--- config.mk ---
export PLATFORM = sky130hd
export DESIGN_NAME = shared_sram_switch
export DESIGN_NICKNAME = d
export VERILOG_FILES = /design/src/rtl/sss_pkg.sv /design/src/rtl/sss_phase.sv /design/src/rtl/sss_arb.sv /design/src/rtl/sss_port.sv /design/src/rtl/sss_mux.sv /design/src/rtl/shared_sram_switch.sv
export SDC_FILE = /design/constraint.sdc
export NUM_CORES = 1
export LEC_CHECK = 0
export ABC_AREA = 0
export ABC_CLOCK_PERIOD_IN_PS = 3170
export BUFFER_PORTS_ARGS = -buffer_cell sky130_fd_sc_hd__buf_2
export CORE_MARGIN = 10
export CORE_UTILIZATION = 46
export DETAILED_ROUTE_END_ITERATION = 12
export PLACE_DENSITY = 0.82
export SLEW_MARGIN = 5
export SYNTH_ARGS = -nofsm -noshare
export SYNTH_HDL_FRONTEND = slang
export SYNTH_HIERARCHICAL = 1
export SYNTH_SLANG_ARGS = --single-unit
--- constraint.sdc ---
create_clock -name clk -period 3.17 [get_ports clk]
set_input_delay 0.634 -clock clk [delete_from_list [all_inputs] [get_ports clk]]
set_output_delay 0.634 -clock clk [all_outputs]
set_load 0.1 [all_outputs]
--- src/rtl/sss_pkg.sv ---
package sss_pkg;

   typedef enum logic {
      PH_CPU   = 1'b0,
      PH_VIDEO = 1'b1
   } phase_e;

   function automatic logic [1:0] lane_enables(input logic wide, input logic lane);
      if (wide)
         return 2'b11;
      else if (lane)
         return 2'b10;
      else
         return 2'b01;
   endfunction

endpackage

--- src/rtl/sss_phase.sv ---
module sss_phase (
   input  logic clk,
   input  logic rst_n,
   output logic video_ph
);
   import sss_pkg::*;

   phase_e ph_q;

   always_ff @(posedge clk or negedge rst_n) begin
      if (!rst_n)
         ph_q <= PH_VIDEO;
      else if (ph_q == PH_VIDEO)
         ph_q <= PH_CPU;
      else
         ph_q <= PH_VIDEO;
   end

   assign video_ph = (ph_q == PH_VIDEO);
endmodule

--- src/rtl/sss_arb.sv ---
module sss_arb #(
   parameter int N = 3
) (
   input  logic         en,
   input  logic [N-1:0] pend,
   output logic [N-1:0] gnt,
   output logic         any
);
   generate
      if (N == 1) begin : g_single
         assign gnt = pend & {N{en}};
      end else begin : g_chain
         logic [N-1:0] lower_busy;
         assign lower_busy[0] = 1'b0;
         for (genvar i = 1; i < N; i++) begin : g_link
            assign lower_busy[i] = lower_busy[i-1] | pend[i-1];
         end
         assign gnt = pend & ~lower_busy & {N{en}};
      end
   endgenerate

   assign any = |gnt;
endmodule

--- src/rtl/sss_port.sv ---
module sss_port #(
   parameter int DW = 16
) (
   input  logic          clk,
   input  logic          rst_n,
   input  logic          req_i,
   input  logic          grant_i,
   input  logic          wide_i,
   input  logic          lane_i,
   input  logic [DW-1:0] mem_rdata_i,
   output logic          ack_o,
   output logic [DW-1:0] rdata_o
);
   localparam int HW = DW / 2;

   logic          ack_q;
   logic [DW-1:0] rdata_q;
   logic [DW-1:0] shaped;

   always_comb begin
      if (wide_i)
         shaped = mem_rdata_i;
      else if (lane_i)
         shaped = {{(DW-HW){1'b0}}, mem_rdata_i[DW-1:HW]};
      else
         shaped = {{(DW-HW){1'b0}}, mem_rdata_i[HW-1:0]};
   end

   always_ff @(posedge clk or negedge rst_n) begin
      if (!rst_n) begin
         ack_q   <= 1'b0;
         rdata_q <= '0;
      end else begin
         if (!req_i)
            ack_q <= 1'b0;
         else if (grant_i)
            ack_q <= 1'b1;
         if (grant_i)
            rdata_q <= shaped;
      end
   end

   assign ack_o   = ack_q;
   assign rdata_o = rdata_q;
endmodule

--- src/rtl/sss_mux.sv ---
module sss_mux #(
   parameter int N  = 3,
   parameter int AW = 18,
   parameter int DW = 16
) (
   input  logic            video_ph,
   input  logic [AW-1:0]   vid_addr,
   input  logic [N-1:0]    gnt,
   input  logic            gnt_any,
   input  logic [N-1:0]    cpu_we,
   input  logic [N-1:0]    cpu_wide,
   input  logic [N-1:0]    cpu_lane,
   input  logic [N*AW-1:0] cpu_addr,
   input  logic [N*DW-1:0] cpu_wdata,
   output logic [AW-1:0]   mem_addr,
   output logic [DW-1:0]   mem_wdata,
   output logic [1:0]      mem_be,
   output logic            mem_we
);
   import sss_pkg::*;
   localparam int HW = DW / 2;

   logic [AW-1:0] sel_addr;
   logic [DW-1:0] sel_data;
   logic          sel_we;
   logic          sel_wide;
   logic          sel_lane;

   always_comb begin
      sel_addr = '0;
      sel_data = '0;
      sel_we   = 1'b0;
      sel_wide = 1'b0;
      sel_lane = 1'b0;
      for (int i = 0; i < N; i++) begin
         if (gnt[i]) begin
            sel_addr = cpu_addr[i*AW +: AW];
            sel_data = cpu_wdata[i*DW +: DW];
            sel_we   = cpu_we[i];
            sel_wide = cpu_wide[i];
            sel_lane = cpu_lane[i];
         end
      end
   end

   always_comb begin
      if (video_ph || !gnt_any) begin
         mem_addr  = vid_addr;
         mem_wdata = '0;
         mem_be    = 2'b00;
         mem_we    = 1'b0;
      end else begin
         mem_addr  = sel_addr;
         mem_wdata = sel_wide ? sel_data : {sel_data[HW-1:0], sel_data[HW-1:0]};
         mem_be    = sel_we ? lane_enables(sel_wide, sel_lane) : 2'b00;
         mem_we    = sel_we;
      end
   end
endmodule

--- src/rtl/shared_sram_switch.sv ---
module shared_sram_switch #(
   parameter int AW   = 18,
   parameter int DW   = 16,
   parameter int NCPU = 3
) (
   input  logic               clk,
   input  logic               rst_n,
   output logic               vid_clk,
   input  logic [AW-1:0]      vid_addr,
   output logic [DW-1:0]      vid_data,
   input  logic [NCPU-1:0]    cpu_req,
   input  logic [NCPU-1:0]    cpu_we,
   input  logic [NCPU-1:0]    cpu_wide,
   input  logic [NCPU-1:0]    cpu_lane,
   input  logic [NCPU*AW-1:0] cpu_addr,
   input  logic [NCPU*DW-1:0] cpu_wdata,
   output logic [NCPU-1:0]    cpu_ack,
   output logic [NCPU*DW-1:0] cpu_rdata,
   output logic [AW-1:0]      sram_addr,
   output logic [DW-1:0]      sram_wdata,
   output logic [1:0]         sram_be,
   output logic               sram_we,
   input  logic [DW-1:0]      sram_rdata
);
   generate
      if (DW < 2 || (DW % 2) != 0) begin : g_bad_dw
         $error("shared_sram_switch: DW must be even and at least 2");
      end
      if (AW < 1) begin : g_bad_aw
         $error("shared_sram_switch: AW must be positive");
      end
      if (NCPU < 1) begin : g_bad_n
         $error("shared_sram_switch: NCPU must be positive");
      end
   endgenerate

   logic              video_ph;
   logic [NCPU-1:0]   pend;
   logic [NCPU-1:0]   gnt;
   logic              gnt_any;
   logic              mux_we;
   logic [DW-1:0]     vid_q;

   sss_phase u_phase (
      .clk      (clk),
      .rst_n    (rst_n),
      .video_ph (video_ph)
   );

   assign pend = cpu_req & ~cpu_ack;

   sss_arb #(.N(NCPU)) u_arb (
      .en   (!video_ph && rst_n),
      .pend (pend),
      .gnt  (gnt),
      .any  (gnt_any)
   );

   for (genvar i = 0; i < NCPU; i++) begin : g_port
      sss_port #(.DW(DW)) u_port (
         .clk         (clk),
         .rst_n       (rst_n),
         .req_i       (cpu_req[i]),
         .grant_i     (gnt[i]),
         .wide_i      (cpu_wide[i]),
         .lane_i      (cpu_lane[i]),
         .mem_rdata_i (sram_rdata),
         .ack_o       (cpu_ack[i]),
         .rdata_o     (cpu_rdata[i*DW +: DW])
      );
   end

   sss_mux #(.N(NCPU), .AW(AW), .DW(DW)) u_mux (
      .video_ph  (video_ph),
      .vid_addr  (vid_addr),
      .gnt       (gnt),
      .gnt_any   (gnt_any),
      .cpu_we    (cpu_we),
      .cpu_wide  (cpu_wide),
      .cpu_lane  (cpu_lane),
      .cpu_addr  (cpu_addr),
      .cpu_wdata (cpu_wdata),
      .mem_addr  (sram_addr),
      .mem_wdata (sram_wdata),
      .mem_be    (sram_be),
      .mem_we    (mux_we)
   );

   assign sram_we = mux_we && rst_n;

   always_ff @(posedge clk or negedge rst_n) begin
      if (!rst_n)
         vid_q <= '0;
      else if (video_ph)
         vid_q <= sram_rdata;
   end

   assign vid_data = vid_q;
   assign vid_clk  = video_ph;
endmodule

== Word level (Yosys, flattened, before mapping) ==
Index checks and enable logic that the tools add are counted.
Storage, ports and cells
  bits in registers: 68
  input bits: 150
  output and inout bits: 105
  word-level logic and storage cells: 59
Cells by class
  equal/unequal tests: 3
  multiplexer cells: 36
  bitwise gates (word level): 6
  reduce and logical (&&, ||, !) cells: 6
Operators with widths (number)
  2-to-1 mux 16 bit: 8
  2-to-1 mux 18 bit: 4
  2-to-1 mux 8 bit: 3
  2-to-1 mux 1 bit: 17
  bitwise AND 3 bit: 3
  2-to-1 mux 2 bit: 4
  inequality test 2 x 1 -> 1 bit (second input constant): 3
  inverter 3 bit: 2
  OR reduction 3 bit: 1
  logical AND 1 bit: 2
  zero test 1 bit: 2
  logical OR 1 bit: 1
  bitwise OR 1 bit: 1

== Longest topological paths before layout ==
Gate-level depths: netlist of run 1.
  depth in word-level cells: 13
  gate-level depth with buffers: 10
  gate-level depth less buffers: 5

== Hierarchy ==
Netlist of run 1, hierarchy kept.
Modules (own cells, without submodules)
  sss_port: times used 3, cells each 82, area each 859.6 um^2, seq. area each 425.4 um^2
  sss_mux: times used 1, cells each 188, area each 1345.0 um^2, seq. area each 0.0 um^2
  shared_sram_switch: times used 1, cells each 39, area each 679.4 um^2, seq. area each 400.4 um^2
  sss_arb: times used 1, cells each 4, area each 38.8 um^2, seq. area each 0.0 um^2
  sss_phase: times used 1, cells each 2, area each 30.0 um^2, seq. area each 26.3 um^2

== Worst setup path after synthesis of run 1 ==
Ideal clock, no wire load.
  kind: reg-to-output
  start point: register u_phase.ph_q (netlist: u_phase/video_ph)
  end point: output port sram_addr[10]
  arrival: 4.448 ns
  data required time: 2.536 ns
  setup slack: -1.912 ns
  stages on the path, launching flop included: 10
  path buffers: 4
  cell sequence: dfstp_2 buf_6 buf_12 and2b_2 and3b_2 nor2b_1 buf_2 buf_4 a221oi_1 o31ai_1
Between the ends
  word-level cells in the longest chain between the ends: 7
  elaborated cells on any way between the ends: 10
  classes of those cells: mux: 4; bitwise: 1; reduce/logical: 5
Ends and longest elaborated chain
  start, declared: RTL line sss_phase.sv:8  | phase_e ph_q;
  start signal, assigned: RTL line sss_phase.sv:12  | ph_q <= PH_VIDEO;
  start signal, assigned: RTL line sss_phase.sv:14  | ph_q <= PH_CPU;
  start signal, assigned: RTL line sss_phase.sv:16  | ph_q <= PH_VIDEO;
  zero test 1 bit (*): RTL line shared_sram_switch.sv:53  | .en (!video_ph && rst_n),
  logical AND 1 bit (*): RTL line shared_sram_switch.sv:53
  bitwise AND 3 bit (*): RTL line sss_arb.sv:18  | assign gnt = pend & ~lower_busy & {N{en}};
  net gnt[1]: RTL line shared_sram_switch.sv:39  | logic [NCPU-1:0] gnt;
  OR reduction 3 bit: RTL line sss_arb.sv:22  | assign any = |gnt;
  zero test 1 bit: RTL line sss_mux.sv:47  | if (video_ph || !gnt_any) begin
  logical OR 1 bit: RTL line sss_mux.sv:47
  2-to-1 mux 18 bit (*): RTL line sss_mux.sv:47
  end, declared: RTL line shared_sram_switch.sv:19  | output logic [AW-1:0] sram_addr,
Mark *: on every way through the listed nets, which the timed path passes. The rest lies on a longest branch.

== Worst setup path after layout of run 1 ==
  start point: register u_phase.ph_q (netlist: u_phase/video_ph)
  end point: output port sram_wdata[8]
Between the ends
  elaborated cells on any way between the ends: 14
  classes of those cells: mux: 8; bitwise: 1; reduce/logical: 5
RTL lines
  zero test 1 bit (*): RTL line shared_sram_switch.sv:53
  logical AND 1 bit (*): RTL line shared_sram_switch.sv:53
  bitwise AND 3 bit (*): RTL line sss_arb.sv:18
  net gnt[1]: RTL line shared_sram_switch.sv:39
  2-to-1 mux 16 bit (tied with other cells) (2 in a row): RTL line sss_mux.sv:36  | if (gnt[i]) begin
  2-to-1 mux 16 bit or logical OR 1 bit (tied branches): RTL line sss_mux.sv:54, sss_mux.sv:47
  2-to-1 mux 16 bit (*): RTL line sss_mux.sv:47
  end, declared: RTL line shared_sram_switch.sv:20  | output logic [DW-1:0] sram_wdata,
Marked as above.

==> results by stage, run 1 <==
Setup path:
- The cell at the slowest stage of the critical path is sky130_fd_sc_hd__dfstp_4.
- The maximum fanout along the worst path is 9.
- The data required time of the worst path is about 2.5 ns.
- The gate family responsible for the most delay along the worst path is simple AND/OR/NAND/NOR gates.
- The critical path arrival is 2.57 ns.
- In this design, the stage delay of the slowest critical-path cell is 0.61 ns.
- The worst setup path is captured at a primary output.
- Walking the worst path, the cells encountered are and2b_2 > and3b_4 > nand3b_1 > a22o_1 > buf_12 > mux2_4 > buf_12.
- Counting stages on the worst path, the most repeated cell is sky130_fd_sc_hd__buf_12.
- The type of the worst setup path is flop to primary output.
- The buffers plus inverters on the worst setup path is 2.
- The startpoint class of the critical path is a flop.
- In this run the worst setup path begins at u_phase/video_ph.
- The startpoint identified for the worst register-to-register timing path is u_phase/video_ph.

STA:
- Static timing analysis puts the maximum clock frequency at ~0.31 GHz.
- The worst hold slack is 0.499 ns.
- The final number of max-transition violations is 0.
- The transition time at the pin with the least slew margin is 0.856 ns.
- The count of endpoints failing hold in the final timing report came to 0.
- The final setup skew is 0.00749 ns.
- The worst path in the final design needs a cycle of 3.20 ns, including I/O delays and setup.
- Of the available clock period, the critical path in the final layout requires 101%.
- Setup slack on the critical path of the routed design comes to -0.0341 ns.
- The worst pin sits at a relative slew slack of 43.0%.
- The number of endpoints failing setup at the final stage is 8.
- Setup repair after global routing could not meet its margin everywhere.

Run:
- The tool flagged a number of max-cap violations equal to 0.

Placement:
- The worst slack after detailed placement is 0.0740 ns.
- The cell area after placement is 7150 um2.
- The instance count after placement with tap cells included is 846.
- The number of I/O port buffers is 254.
- The weighted congestion reported at the end of routability-driven placement is 0.913.
- Detailed placement finished with a half-perimeter wire length of 14,900 um.

Status:
- The run finished, with violations left.
- The final reports fail on negative setup slack.

Finish:
- The area growth from synthesis to final layout is 64.7%.
- The count of cells in the finished layout, fillers not included, comes to 875.
- The number of nets in the layout is just under 900.
- The design area is 7690 um2.
- In the final layout, the share of cells above drive strength 1 is 58.1%.

Power and ir drop:
- Power spread over the standard cell area amounts to 436 nW/um2.
- Across the VDD grid, the largest voltage drop is between 0.0004 and 0.0005 V.
- The leakage power total is around 3.5 nW.
- The design draws between 3 and 4 mW.

Floorplanning:
- The die covers 14,600 um2.
- The row count is 36.
- The die outline width is approximately 120 um.
- ~260 I/O pins were placed.
- For this configuration, the core starts out at a cell density of 47.6%.
- The core region is 9820 um2.
- The die is 121 um tall.

Yosys:
- For this run, asynchronously set or reset flops after synthesis account for 100%.
- The leading area contributor after synthesis is sky130_fd_sc_hd__dfrtp_1.
- The simple-gate area share of the yosys netlist is between 20% and 30%.
- In this run, synthesis produced a sequential element count of 68.
- In the synthesized netlist, mux cells make up 6.51% of the area.
- The mean cell area of the mapped netlist is a little under 10 um2.
- The leading cell type by number of instances after synthesis is sky130_fd_sc_hd__dfrtp_1.
- Ranked by instance count, the synthesized netlist is headed by 67 x sky130_fd_sc_hd__dfrtp_1, 43 x sky130_fd_sc_hd__inv_1, 42 x sky130_fd_sc_hd__nand2_1.
- The number of different library cells used by synthesis comes to 38.
- Among all flip-flop cells after synthesis, the most frequent one is sky130_fd_sc_hd__dfrtp_1.
- Of the total synthesized cell area, the portion taken by full adders, half adders and majority gates is 0%.
- The compound-cell area share of the yosys netlist is 23.5%.
- The summed instance area of the synthesized netlist is roughly 4700 um2.
- By area the synthesized netlist is led by sky130_fd_sc_hd__dfrtp_1 36%, sky130_fd_sc_hd__o211ai_2 6.4%, sky130_fd_sc_hd__a221oi_1 4.7%.
- Counting flops with a built-in enable in the synthesized netlist gives 0.
- After Yosys synthesis, XOR and XNOR cells account for 0% of the synthesized area.
- Of the synthesized area, sequential elements account for 36.4%.
- Synthesis produced 479 cells.
- By area, the combinational part of the netlist is dominated by compound AO/OA/AOI/OAI gates.
- The total nets after synthesis is 629.
- The top-area cell type share of the netlist area is 35.9%.
- The number of synthesis warnings is 6.

Detailed routing:
- The uppermost signal routing layer after detailed routing is met4.
- The number of DRC violations after detailed routing is 0.
- The detailed-route wire length is 20,100 um.
- The routed metal-1 wire length is around 7400 um.
- After detailed routing, the number of vias per cell comes to 5.67.
- In the detailed route, the total length drawn on met2 is 11,000 um.
- The per-cell routed wire length is between 20 and 25 um.
- The first TritonRoute pass finished after 5 iterations.
- The detail route stage leaves a number of antenna-violating nets equal to 0.
- The detailed-routed wire length on met3 is 1360 um.
- In this run, the number of DRC markers left after iteration 0 of detailed routing was 354.
- The routed layout has about 5,000 vias.

CTS:
- The TritonCTS clock tree is built.
- The H-tree was split into 3 levels.
- In this run the clock root is driven by a sky130_fd_sc_hd__clkbuf_8.
- CTS saw 68 sinks.
- The clock slew seen by the registers of the worst setup and hold paths is 0.07 ns.
- For the worst-skew pair, the clock arrives at the later sink with an insertion delay of 0.35 ns.
- The buffer levels on the longest clock path is 2.
- The number of buffers created by CTS is 9.

Global route:
- The overall fraction of global-route tracks in use is approximately a quarter.
- The largest net degree at the start of global routing is 70.
- The number of antenna violations at the first check in global routing was 2.
- The first global-routing pass estimated 29,000 um of wire.
- The via count of the first global-routing pass came to ~5,100.
- The sum of overflow across all layers after global routing is 0.

Hold path:
- The path type of the worst min-delay path is flop to flop.
- The startpoint of the most critical hold path is g_port[0].u_port/rdata_o[3].
==> path summary, 6_finish.rpt <==
kind,slack (ns),cells past startpoint,endpoint
worst max-delay path,-0.03,7,sram_wdata[8]
worst min-delay path,0.50,2,g_port[0].u_port/rdata_o[3]
worst max register to register,1.25,6,g_port[1].u_port/rdata_o[3]
worst min register to register,0.50,2,g_port[0].u_port/rdata_o[3]
max in group asynchronous,2.05,2,g_port[1].u_port/ack_o
min in group asynchronous,0.53,2,g_port[1].u_port/rdata_o[13]
==> sequential cells by signal, indices dropped and copies added (netlist names) <==
name,cells
u_phase/video_ph,1
g_port.u_port/rdata_o,48
vid_data,16
g_port.u_port/ack_o,3
==> area by class of cell <==
type                       instances  area, um2
sequential                        68       1710
clock inverter                     1       5.00
inverter                          43        161
antenna                            2       5.00
timing repair buffer             293       2290
fill                             611       2120
tap                              133        166
clock buffer                      15        176
multi-input combinational        320       3180
==> routing by layer <==
metal,up-vias,GRT usage [%]
met3,26,7.07
met2,224,45.8
met1,2470,27.5
met4,0,6.41
met5,-,0
li1,2242,-
==> tightest hold or removal path, delay by kind of cell, from the launching register on <==
family,cells,cell delay [ns]
simple gates,1,0.07
compound gates,1,0.05
flops,1,0.34
==> per-stage QoR <==
stage / util [%] / setup TNS (ns)
6_report: 78.4 / -0.196
5_1_grt: 78.4 / -0.752
4_1_cts: 75.9 / -0.324
3_5_place_dp: 72.8 / 0
3_3_place_gp: 72.8 / 0
2_1_floorplan: - / -15.02
==> timing repair <==
action                     in CTS  in global routing
resized for setup              14                 13
hold buffers                    0                  0
gates cloned                    0                  4
setup endpoints to repair      18                 32
buffers inserted                4                  3
pin swaps                       4                  6
==> cells in the final DEF, fill, tap and decap left out, types with 2 or more instances in the layout <==
master                      synthesis  final
sky130_fd_sc_hd__buf_12             1     43
sky130_fd_sc_hd__dfrtp_1           67     65
sky130_fd_sc_hd__nor2b_2            0      2
sky130_fd_sc_hd__a21oi_1           21     20
sky130_fd_sc_hd__diode_2            0      2
sky130_fd_sc_hd__nor2b_4            3     13
sky130_fd_sc_hd__nor2b_1           23     11
sky130_fd_sc_hd__a221oi_2           8      7
sky130_fd_sc_hd__nand2b_1          25     24
sky130_fd_sc_hd__buf_2             14    217
sky130_fd_sc_hd__nand2_1           42     42
sky130_fd_sc_hd__inv_1             43     43
sky130_fd_sc_hd__nand3b_1          17     17
sky130_fd_sc_hd__mux2_2            11      7
sky130_fd_sc_hd__a221oi_4           0     20
sky130_fd_sc_hd__clkbuf_8           0     12
sky130_fd_sc_hd__dfrtp_2            0      2
sky130_fd_sc_hd__a21oi_2            1      2
sky130_fd_sc_hd__clkbuf_16          0      4
sky130_fd_sc_hd__buf_4             11     27
sky130_fd_sc_hd__o21a_1             4      3
sky130_fd_sc_hd__o21ai_0           25     24
sky130_fd_sc_hd__o31ai_4            0     17
sky130_fd_sc_hd__mux2_4             9     17
sky130_fd_sc_hd__nand3_1           24     24
sky130_fd_sc_hd__clkbuf_1           8      3
sky130_fd_sc_hd__nand4b_1          24     24
sky130_fd_sc_hd__a221oi_1          25      6
sky130_fd_sc_hd__o211ai_2          24     24
sky130_fd_sc_hd__nand3b_4           2      2
==> power by group <==
part | total (mW) | switching [mW] | internal [mW]
clock network | 0.678 | 0.329 | 0.349
registers | 1.07 | 0.0822 | 0.991
logic | 1.60 | 1.30 | 0.298
==> logic make-up after synthesis <==
logic type,count (synthesis)
flops,68
simple gates,165
mux,24
buf+inv,91
compound gates,131
No activity file was read; power rests on OpenSTA's default activity.
==> run 2, diff against run 1 <==
Settings changed: CORE_UTILIZATION 46 to 42, PLACE_DENSITY 0.82 to 0.8, SYNTH_HIERARCHICAL 1 to default.
==> results by stage, run 2 <==
STA:
- The final sum of negative setup slack was 0 ns (was -0.196 ns).
- The maximum clock rate is 0.334 GHz (was 0.312 GHz).
- The final cycle utilization of the critical path is 94.4% (was 101%).
- The time the final worst path needs with I/O delays and setup is 2.99 ns (was 3.20 ns).
- The final setup skew was 0.0151 ns (was 0.00749 ns).
- The transition time at the pin with the least slew margin came to 0.716 ns (was 0.856 ns).
- The number of endpoints failing setup at the final stage is 0 (was 8).
- Unrepaired setup endpoints after global routing: false (was true).
- The worst-case headroom to the max-slew limit was 52.1% (was 43.0%).
- The count of endpoints failing hold in the final timing report came to 0 (unchanged).
- The final number of max-transition violations was 0 (unchanged).

Yosys:
- Top cells by area, synth: sky130_fd_sc_hd__dfrtp_1 45%, sky130_fd_sc_hd__nand2_1 12%, sky130_fd_sc_hd__mux2i_1 6.4% (was sky130_fd_sc_hd__dfrtp_1 36%, sky130_fd_sc_hd__o211ai_2 6.4%, sky130_fd_sc_hd__a221oi_1 4.7%).
- The register bit total from synthesis is 68 (unchanged).
- The flip-flop cell with the highest count after synthesis is sky130_fd_sc_hd__dfrtp_1 (unchanged).
- Most frequent cells after synthesis: 121 x sky130_fd_sc_hd__nand2_1, 67 x sky130_fd_sc_hd__dfrtp_1, 26 x sky130_fd_sc_hd__nor2_1, 24 x sky130_fd_sc_hd__mux2i_1, 24 x sky130_fd_sc_hd__nand3_1 (was 67 x sky130_fd_sc_hd__dfrtp_1, 43 x sky130_fd_sc_hd__inv_1, 42 x sky130_fd_sc_hd__nand2_1).
- The leading cell type by number of instances after synthesis was sky130_fd_sc_hd__nand2_1 (was sky130_fd_sc_hd__dfrtp_1).
- The leading area contributor after synthesis is sky130_fd_sc_hd__dfrtp_1 (unchanged).
- The cell count after synthesis is 404 (was 479).
- The total nets after synthesis is 554 (was 629).
- The number of distinct library cells after synthesis is 34 (was 38).
- The fraction of synthesis flops using an asynchronous set or reset pin was 100% (unchanged).
- The mean cell area of the mapped netlist is 9.25 um2 (was 9.75 um2).
- The number of synthesis warnings was 0 (was 6).
- The top-area cell type share of the netlist area came to 44.9% (was 35.9%).
- The sequential element share of the synthesized area was 45.6% (was 36.4%).
- The summed instance area of the synthesized netlist is 3740 um2 (was 4670 um2).
- The number of enable flip-flop cells after synthesis came to 0 (unchanged).

Setup path:
- Cell-by-cell trace of the critical path: nor2b_4 > and4_4 > buf_4 > buf_4 > a222oi_1 > nand2_1 > buf_12 (was and2b_2 > and3b_4 > nand3b_1 > a22o_1 > buf_12 > mux2_4 > buf_12).
- The biggest cell delay along the critical path is 0.65 ns (was 0.61 ns).
- The buffers plus inverters on the worst setup path is 3 (was 2).
- The gate family responsible for the most delay along the worst path is flip-flops (was simple AND/OR/NAND/NOR gates).
- The data required time of the worst path came to 2.54 ns (about the same).
- The worst setup slack for register-to-register paths is 1.47 ns (was 1.25 ns).
- The maximum fanout along the worst path came to 17 (was 9).
- The critical path capture point is sram_addr[11] (was sram_wdata[8]).
- The startpoint class of the critical path is a flop (unchanged).
- The critical path arrival was 2.36 ns (was 2.57 ns).
- The startpoint of the most critical setup path is u_phase.video_ph (was u_phase/video_ph).
- The most prevalent standard cell on the critical path is sky130_fd_sc_hd__buf_4 (was sky130_fd_sc_hd__buf_12).
- The endpoint of the worst-slack reg-to-reg timing path is g_port[0].u_port.rdata_o[3] (was g_port[1].u_port/rdata_o[3]).
- The worst flop-to-flop path startpoint is g_port[0].u_port.ack_o (was u_phase/video_ph).
- The worst reg-to-reg path cell count is 4 (was 6).
- The path length in cells of the critical path came to 7 (unchanged).
- The sort of element at the end of the critical path is a primary output (unchanged).
- The type of the worst setup path is flop to primary output (unchanged).
- The cell at the slowest stage of the critical path is sky130_fd_sc_hd__dfstp_4 (unchanged).

CTS:
- The master cell of the clock root buffer is sky130_fd_sc_hd__clkbuf_8 (unchanged).
- The number of H-tree levels came to 3 (unchanged).
- The number of clock sinks is 68 (unchanged).
- The number of buffers created by CTS came to 9 (unchanged).
- The clock slew seen by the registers of the worst setup and hold paths is 0.08 ns (was 0.07 ns).
- The hold buffer count at CTS is 0 (unchanged).
- The TritonCTS clock tree was built (unchanged).
- The clock latency reported for the late side of the worst-skew pair is 0.35 ns (about the same).
- The buffer levels on the longest clock path is 2 (unchanged).

Global route:
- The sum of overflow across all layers after global routing is 0 (unchanged).
- The first-pass GRT wire length is 25,200 um (was 29,000 um).
- The largest net degree at the start of global routing is 56 (was 70).
- The overall fraction of global-route tracks in use was 24.5% (was 24.9%).
- The number of antenna violations at the first check in global routing is 4 (was 2).
- The via count of the first global-routing pass is 4,356 (was 5,106).

Finish:
- The layout cell share with drive strength beyond 1 is 51.6% (was 58.1%).
- The most common library cell in the layout ignoring fill and taps is sky130_fd_sc_hd__buf_2 (unchanged).
- The area growth from synthesis to final layout was 63.3% (was 64.7%).
- The register area was 1710 um2 (about the same).
- The fill cell total of the finished layout is 650 (was 611).
- The total area of multi-input combinational cells is 2030 um2 (was 3180 um2).
- The flip-flop count of the largest register after layout came to 48 (unchanged).
- The number of nets in the layout is 808 (was 885).
- Commonest non-fill, non-tap cells in the layout: 217 x sky130_fd_sc_hd__buf_2, 121 x sky130_fd_sc_hd__nand2_1, 67 x sky130_fd_sc_hd__dfrtp_1 (was 217 x sky130_fd_sc_hd__buf_2, 65 x sky130_fd_sc_hd__dfrtp_1, 43 x sky130_fd_sc_hd__inv_1, 43 x sky130_fd_sc_hd__buf_12, 42 x sky130_fd_sc_hd__nand2_1).
- The number of non-filler instances in the completed layout was 775 (was 875).

Placement:
- The instance count after placement with tap cells included was 751 (was 846).
- The weighted congestion reported at the end of routability-driven placement is 0.952 (was 0.913).
- The sum of net half-perimeters after detailed placement is 13,800 um (was 14,900 um).
- The number of I/O port buffers is 254 (unchanged).

Floorplanning:
- The row count is 34 (was 36).
- The initial core utilization is 43.1% (was 47.6%).
- The die outline width came to 114 um (was 121 um).
- The count of boundary I/O pins is 255 (unchanged).
- The die height is 114 um (was 121 um).
- The area inside the core boundary is 8680 um2 (was 9820 um2).
- The floorplan die area is 13,100 um2 (was 14,600 um2).

Detailed routing:
- The via density per instance is 5.42 (was 5.67).
- The per-cell routed wire length is 21.8 um (was 22.9 um).
- The number of DRC violations after detailed routing is 0 (unchanged).
- The remaining antenna violation count after routing is 0 (unchanged).
- The initial DRC count came to 452 (was 354).
- The detailed-route wire length is 16,900 um (was 20,100 um).
- The via count was 4,202 (was 4,962).
- The total iterations of the first detailed-routing run is 8 (was 5).

Power and ir drop:
- The leakage power total is 3.31 nW (was 3.48 nW).
- The peak supply drop is 0.000507 V (was 0.000458 V).
- The power density of the placed cells is 543 nW/um2 (was 436 nW/um2).

Hold path:
- The path type of the worst min-delay path is input port to asynchronous set/reset pin (was flop to flop).

Status:
- Run status: completed (was finished with violations).

Run:
- The total of max-cap violations is 0 (unchanged).
==> run 2: per-stage QoR <==
stage	worst slack [ns]	hold WS [ns]	total power [mW]	util [%]	cell area, um2
floorplan	0.0326	0.338	2.15	-	3830
global placement	0.273	0.447	2.51	66.5	5770
detailed placement	0.215	0.451	2.54	66.5	5770
CTS	0.00257	0.280	3.33	69.7	6050
global route	0.0639	0.317	3.44	70.3	6100
finish	0.177	0.314	3.32	70.3	6100
==> run 2: area by class of cell <==
cell class,instances,area share [%]
multi-input cells,303,33.3
repair buffers,274,32.6
flip-flops and latches,68,28.0
well taps,108,2.21
clock buffers,9,2.03
clock inverters,7,1.62
diodes,4,0.164
inverters,2,0.123
==> run 2: logic make-up (layout without fill, tap and decap cells) <==
family / Yosys count / after routing / synth area share, %
simple gates: 187 / 187 / 21.5
buf+inv: 34 / 292 / 4.69
compound gates: 67 / 68 / 13.8
mux: 48 / 48 / 14.5
other cells: 0 / 4 / 0
flops: 68 / 68 / 45.6
==> run 2: report_power, final <==
part / total, mW / switching (mW) / internal, mW
Sequential: 1.05 / 0.0638 / 0.984
Clock: 0.797 / 0.350 / 0.447
Combinational: 1.47 / 1.21 / 0.258
Total: 3.32 / 1.63 / 1.69
==> run 2: worst min path at each step <==
stage,from,end,slack (ns),cells past startpoint
2_1_floorplan,rst_n,g_port[0].u_port.ack_o,0.34,0
3_3_place_gp,g_port[1].u_port.rdata_o[13],g_port[1].u_port.rdata_o[13],0.45,2
3_5_place_dp,g_port[1].u_port.rdata_o[10],g_port[1].u_port.rdata_o[10],0.45,2
4_1_cts,rst_n,g_port[1].u_port.rdata_o[9],0.28,2
5_1_grt,rst_n,g_port[2].u_port.rdata_o[9],0.32,2
6_report,rst_n,g_port[1].u_port.rdata_o[9],0.31,2
==> run 2: metal layers <==
layer | up-vias | GRT usage, % | wire (um)
met5 | - | 0 | 0
met2 | 207 | 44.6 | 8920
met4 | 0 | 10.6 | 542
li1 | 1945 | - | -
met1 | 2015 | 24.4 | 5870
met3 | 35 | 9.01 | 1580
==> run 2: worst reg2reg max path: stages (launching register included) <==
cell	delay [ns]
sky130_fd_sc_hd__dfrtp_1	0.41
sky130_fd_sc_hd__and2b_1	0.32
sky130_fd_sc_hd__nand2_1	0.47
sky130_fd_sc_hd__nand2_1	0.23
sky130_fd_sc_hd__o21ai_0	0.13
==> run 2: timing repair <==
action                                  in CTS  in global routing
resized for setup                            7                  4
gates cloned                                 0                  1
endpoints found under the setup margin       8                 11
pin swaps                                    0                  2
buffers inserted                             2                  1
==> run 3, diff against run 2 <==
Settings changed: PLACE_DENSITY 0.8 to 0.77.
==> results by stage, run 3 (synthesis gave the netlist of run 2 again) <==
STA:
- The maximum clock rate is 0.324 GHz (was 0.334 GHz).
- Unrepaired setup endpoints after global routing: false (unchanged).
- The final cycle utilization of the critical path is 97.3% (was 94.4%).
- The transition time at the pin with the least slew margin is 0.796 ns (was 0.716 ns).
- The number of endpoints failing setup at the final stage is 0 (unchanged).
- The final setup skew came to 0.0131 ns (was 0.0151 ns).
- The count of endpoints failing hold in the final timing report is 0 (unchanged).
- The time the final worst path needs with I/O delays and setup is 3.09 ns (was 2.99 ns).
- The final number of max-transition violations is 0 (unchanged).
- The worst-case headroom to the max-slew limit is 47.0% (was 52.1%).
- The final sum of negative setup slack was 0 ns (unchanged).
- The worst hold slack is 0.121 ns (was 0.314 ns).

Floorplanning:
- The initial core utilization came to 43.1% (unchanged).
- The count of boundary I/O pins is 255 (unchanged).
- The die height is 114 um (unchanged).
- The floorplan die area is 13,100 um2 (unchanged).
- The row count came to 34 (unchanged).
- The die outline width is 114 um (unchanged).
- The area inside the core boundary came to 8680 um2 (unchanged).

Run:
- The total of max-cap violations is 0 (unchanged).

Finish:
- The most common library cell in the layout ignoring fill and taps is sky130_fd_sc_hd__buf_2 (unchanged).
- The register area is 1710 um2 (unchanged).
- The total area of multi-input combinational cells is 1970 um2 (was 2030 um2).
- Commonest non-fill, non-tap cells in the layout: 217 x sky130_fd_sc_hd__buf_2, 121 x sky130_fd_sc_hd__nand2_1, 67 x sky130_fd_sc_hd__dfrtp_1 (unchanged).
- The core occupancy in the finished layout is 69.2% (was 70.3%).
- The number of nets in the layout is 801 (was 808).
- The fill cell total of the finished layout is 674 (was 650).
- The area growth from synthesis to final layout is 60.7% (was 63.3%).
- The layout cell share with drive strength beyond 1 is 50.0% (was 51.6%).
- The flip-flop count of the largest register after layout is 48 (unchanged).

Detailed routing:
- The total iterations of the first detailed-routing run is 7 (was 8).
- The per-cell routed wire length came to 21.9 um (was 21.8 um).
- The remaining antenna violation count after routing is 0 (unchanged).
- The via count is 4,199 (was 4,202).
- The detailed-route wire length came to 16,800 um (was 16,900 um).
- The initial DRC count came to 471 (was 452).
- The via density per instance was 5.46 (was 5.42).
- The number of DRC violations after detailed routing is 0 (unchanged).

Global route:
- The sum of overflow across all layers after global routing came to 0 (unchanged).
- The number of antenna violations at the first check in global routing came to 7 (was 4).
- The overall fraction of global-route tracks in use is 24.7% (was 24.5%).
- The first-pass GRT wire length is 25,200 um (about the same).
- The via count of the first global-routing pass was 4,340 (was 4,356).
- The largest net degree at the start of global routing is 65 (was 56).

Power and ir drop:
- The power density of the placed cells came to 549 nW/um2 (was 543 nW/um2).
- The peak supply drop is 0.000539 V (was 0.000507 V).
- The total power draw came to 3.30 mW (was 3.32 mW).
- The leakage power total is 3.25 nW (was 3.31 nW).

CTS:
- The number of H-tree levels is 3 (unchanged).
- The clock latency reported for the late side of the worst-skew pair came to 0.35 ns (about the same).
- The master cell of the clock root buffer is sky130_fd_sc_hd__clkbuf_8 (unchanged).
- The number of clock sinks is 68 (unchanged).
- The number of buffers created by CTS is 9 (unchanged).
- The buffer levels on the longest clock path is 2 (unchanged).
- The clock slew seen by the registers of the worst setup and hold paths is 0.07 ns (was 0.08 ns).
- The hold buffer count at CTS is 0 (unchanged).
- The TritonCTS clock tree is built (unchanged).

Setup path:
- Cell-by-cell trace of the critical path: nand2b_2 > nor3_4 > buf_12 > a221oi_1 > nor2_4 > mux2_4 > buf_12 (was nor2b_4 > and4_4 > buf_4 > buf_4 > a222oi_1 > nand2_1 > buf_12).
- The maximum fanout along the worst path came to 34 (was 17).
- The buffers plus inverters on the worst setup path is 2 (was 3).
- The startpoint class of the critical path was a flop (unchanged).
- The cell at the slowest stage of the critical path is sky130_fd_sc_hd__dfstp_4 (unchanged).
- The gate family responsible for the most delay along the worst path is flip-flops (unchanged).
- The data required time of the worst path is 2.54 ns (about the same).
- The sort of element at the end of the critical path is a primary output (unchanged).
- The worst reg-to-reg path cell count is 4 (unchanged).
- The critical path arrival is 2.45 ns (was 2.36 ns).
- The biggest cell delay along the critical path is 0.64 ns (was 0.65 ns).
- The most prevalent standard cell on the critical path was sky130_fd_sc_hd__buf_12 (was sky130_fd_sc_hd__buf_4).
- The path length in cells of the critical path is 7 (unchanged).
- The type of the worst setup path is flop to primary output (unchanged).

Placement:
- The number of I/O port buffers is 254 (unchanged).
- The weighted congestion reported at the end of routability-driven placement was 0.965 (was 0.952).
- The sum of net half-perimeters after detailed placement is 13,800 um (about the same).

Hold path:
- The path type of the worst min-delay path was input port to asynchronous set/reset pin (unchanged).

Status:
- Run status: completed (unchanged).
## run 3: changes by cell type in the layout (fill, tap and decap cells not counted), sizes merged
cell,before,now
clkbuf,9,11
clkinv,3,1
diode,4,5
buf,274,268
o21ai,18,17
## run 3: layout make-up
| class | count | area share, % |
|---|---|---|
| multi-input cells | 302 | 32.8 |
| well taps | 108 | 2.25 |
| inverters | 2 | 0.125 |
| diodes | 5 | 0.208 |
| clock buffers | 11 | 2.19 |
| flip-flops and latches | 68 | 28.4 |
| repair buffers | 268 | 32.6 |
| clock inverters | 5 | 1.42 |
## run 3: metal layers
metal | GRT usage [%] | vias to the layer above | routed length [um] | part of all wire [%]
met1 | 24.8 | 1960 | 5710 | 34
met3 | 8.49 | 50 | 1680 | 10
met2 | 43.4 | 258 | 8680 | 52
met4 | 14.1 | 4 | 732 | 4.4
met5 | 0 | - | 27 | 0.16
li1 | - | 1927 | - | -
## run 3: path summary, 6_finish.rpt
check / to / startpoint / slack [ns]
hold reg to reg: g_port[2].u_port.rdata_o[12] / g_port[2].u_port.rdata_o[12] / 0.47
setup / recovery: sram_wdata[12] / u_phase.video_ph / 0.08
max in group asynchronous: vid_data[14] / rst_n / 2.03
hold / removal: g_port[1].u_port.rdata_o[9] / rst_n / 0.12
setup reg to reg: g_port[0].u_port.rdata_o[3] / g_port[0].u_port.ack_o / 1.46
min in group clk: g_port[2].u_port.rdata_o[12] / g_port[2].u_port.rdata_o[12] / 0.47
## run 3: what timing repair did
item	in CTS	in global routing
endpoints found under the hold margin	0	0
gates resized for setup	0	3
setup endpoints to repair	0	4
setup buffers	0	2
## run 3: power by group
part | switching [mW] | total [mW] | internal [mW] | leakage, nW
clock | 0.333 | 0.780 | 0.448 | 0.104
sequential | 0.0664 | 1.05 | 0.984 | 0.839
combinational | 1.21 | 1.47 | 0.256 | 2.31
## run 3: per-stage QoR
step           setup slack [ns]  instances  area, um2
2_1_floorplan            0.0326        404       3830
5_1_grt                  0.0206        769       6000
3_3_place_gp              0.207        746       5740
4_1_cts                  0.0390        762       5960
3_5_place_dp              0.166        746       5740
6_report                 0.0846        769       6000
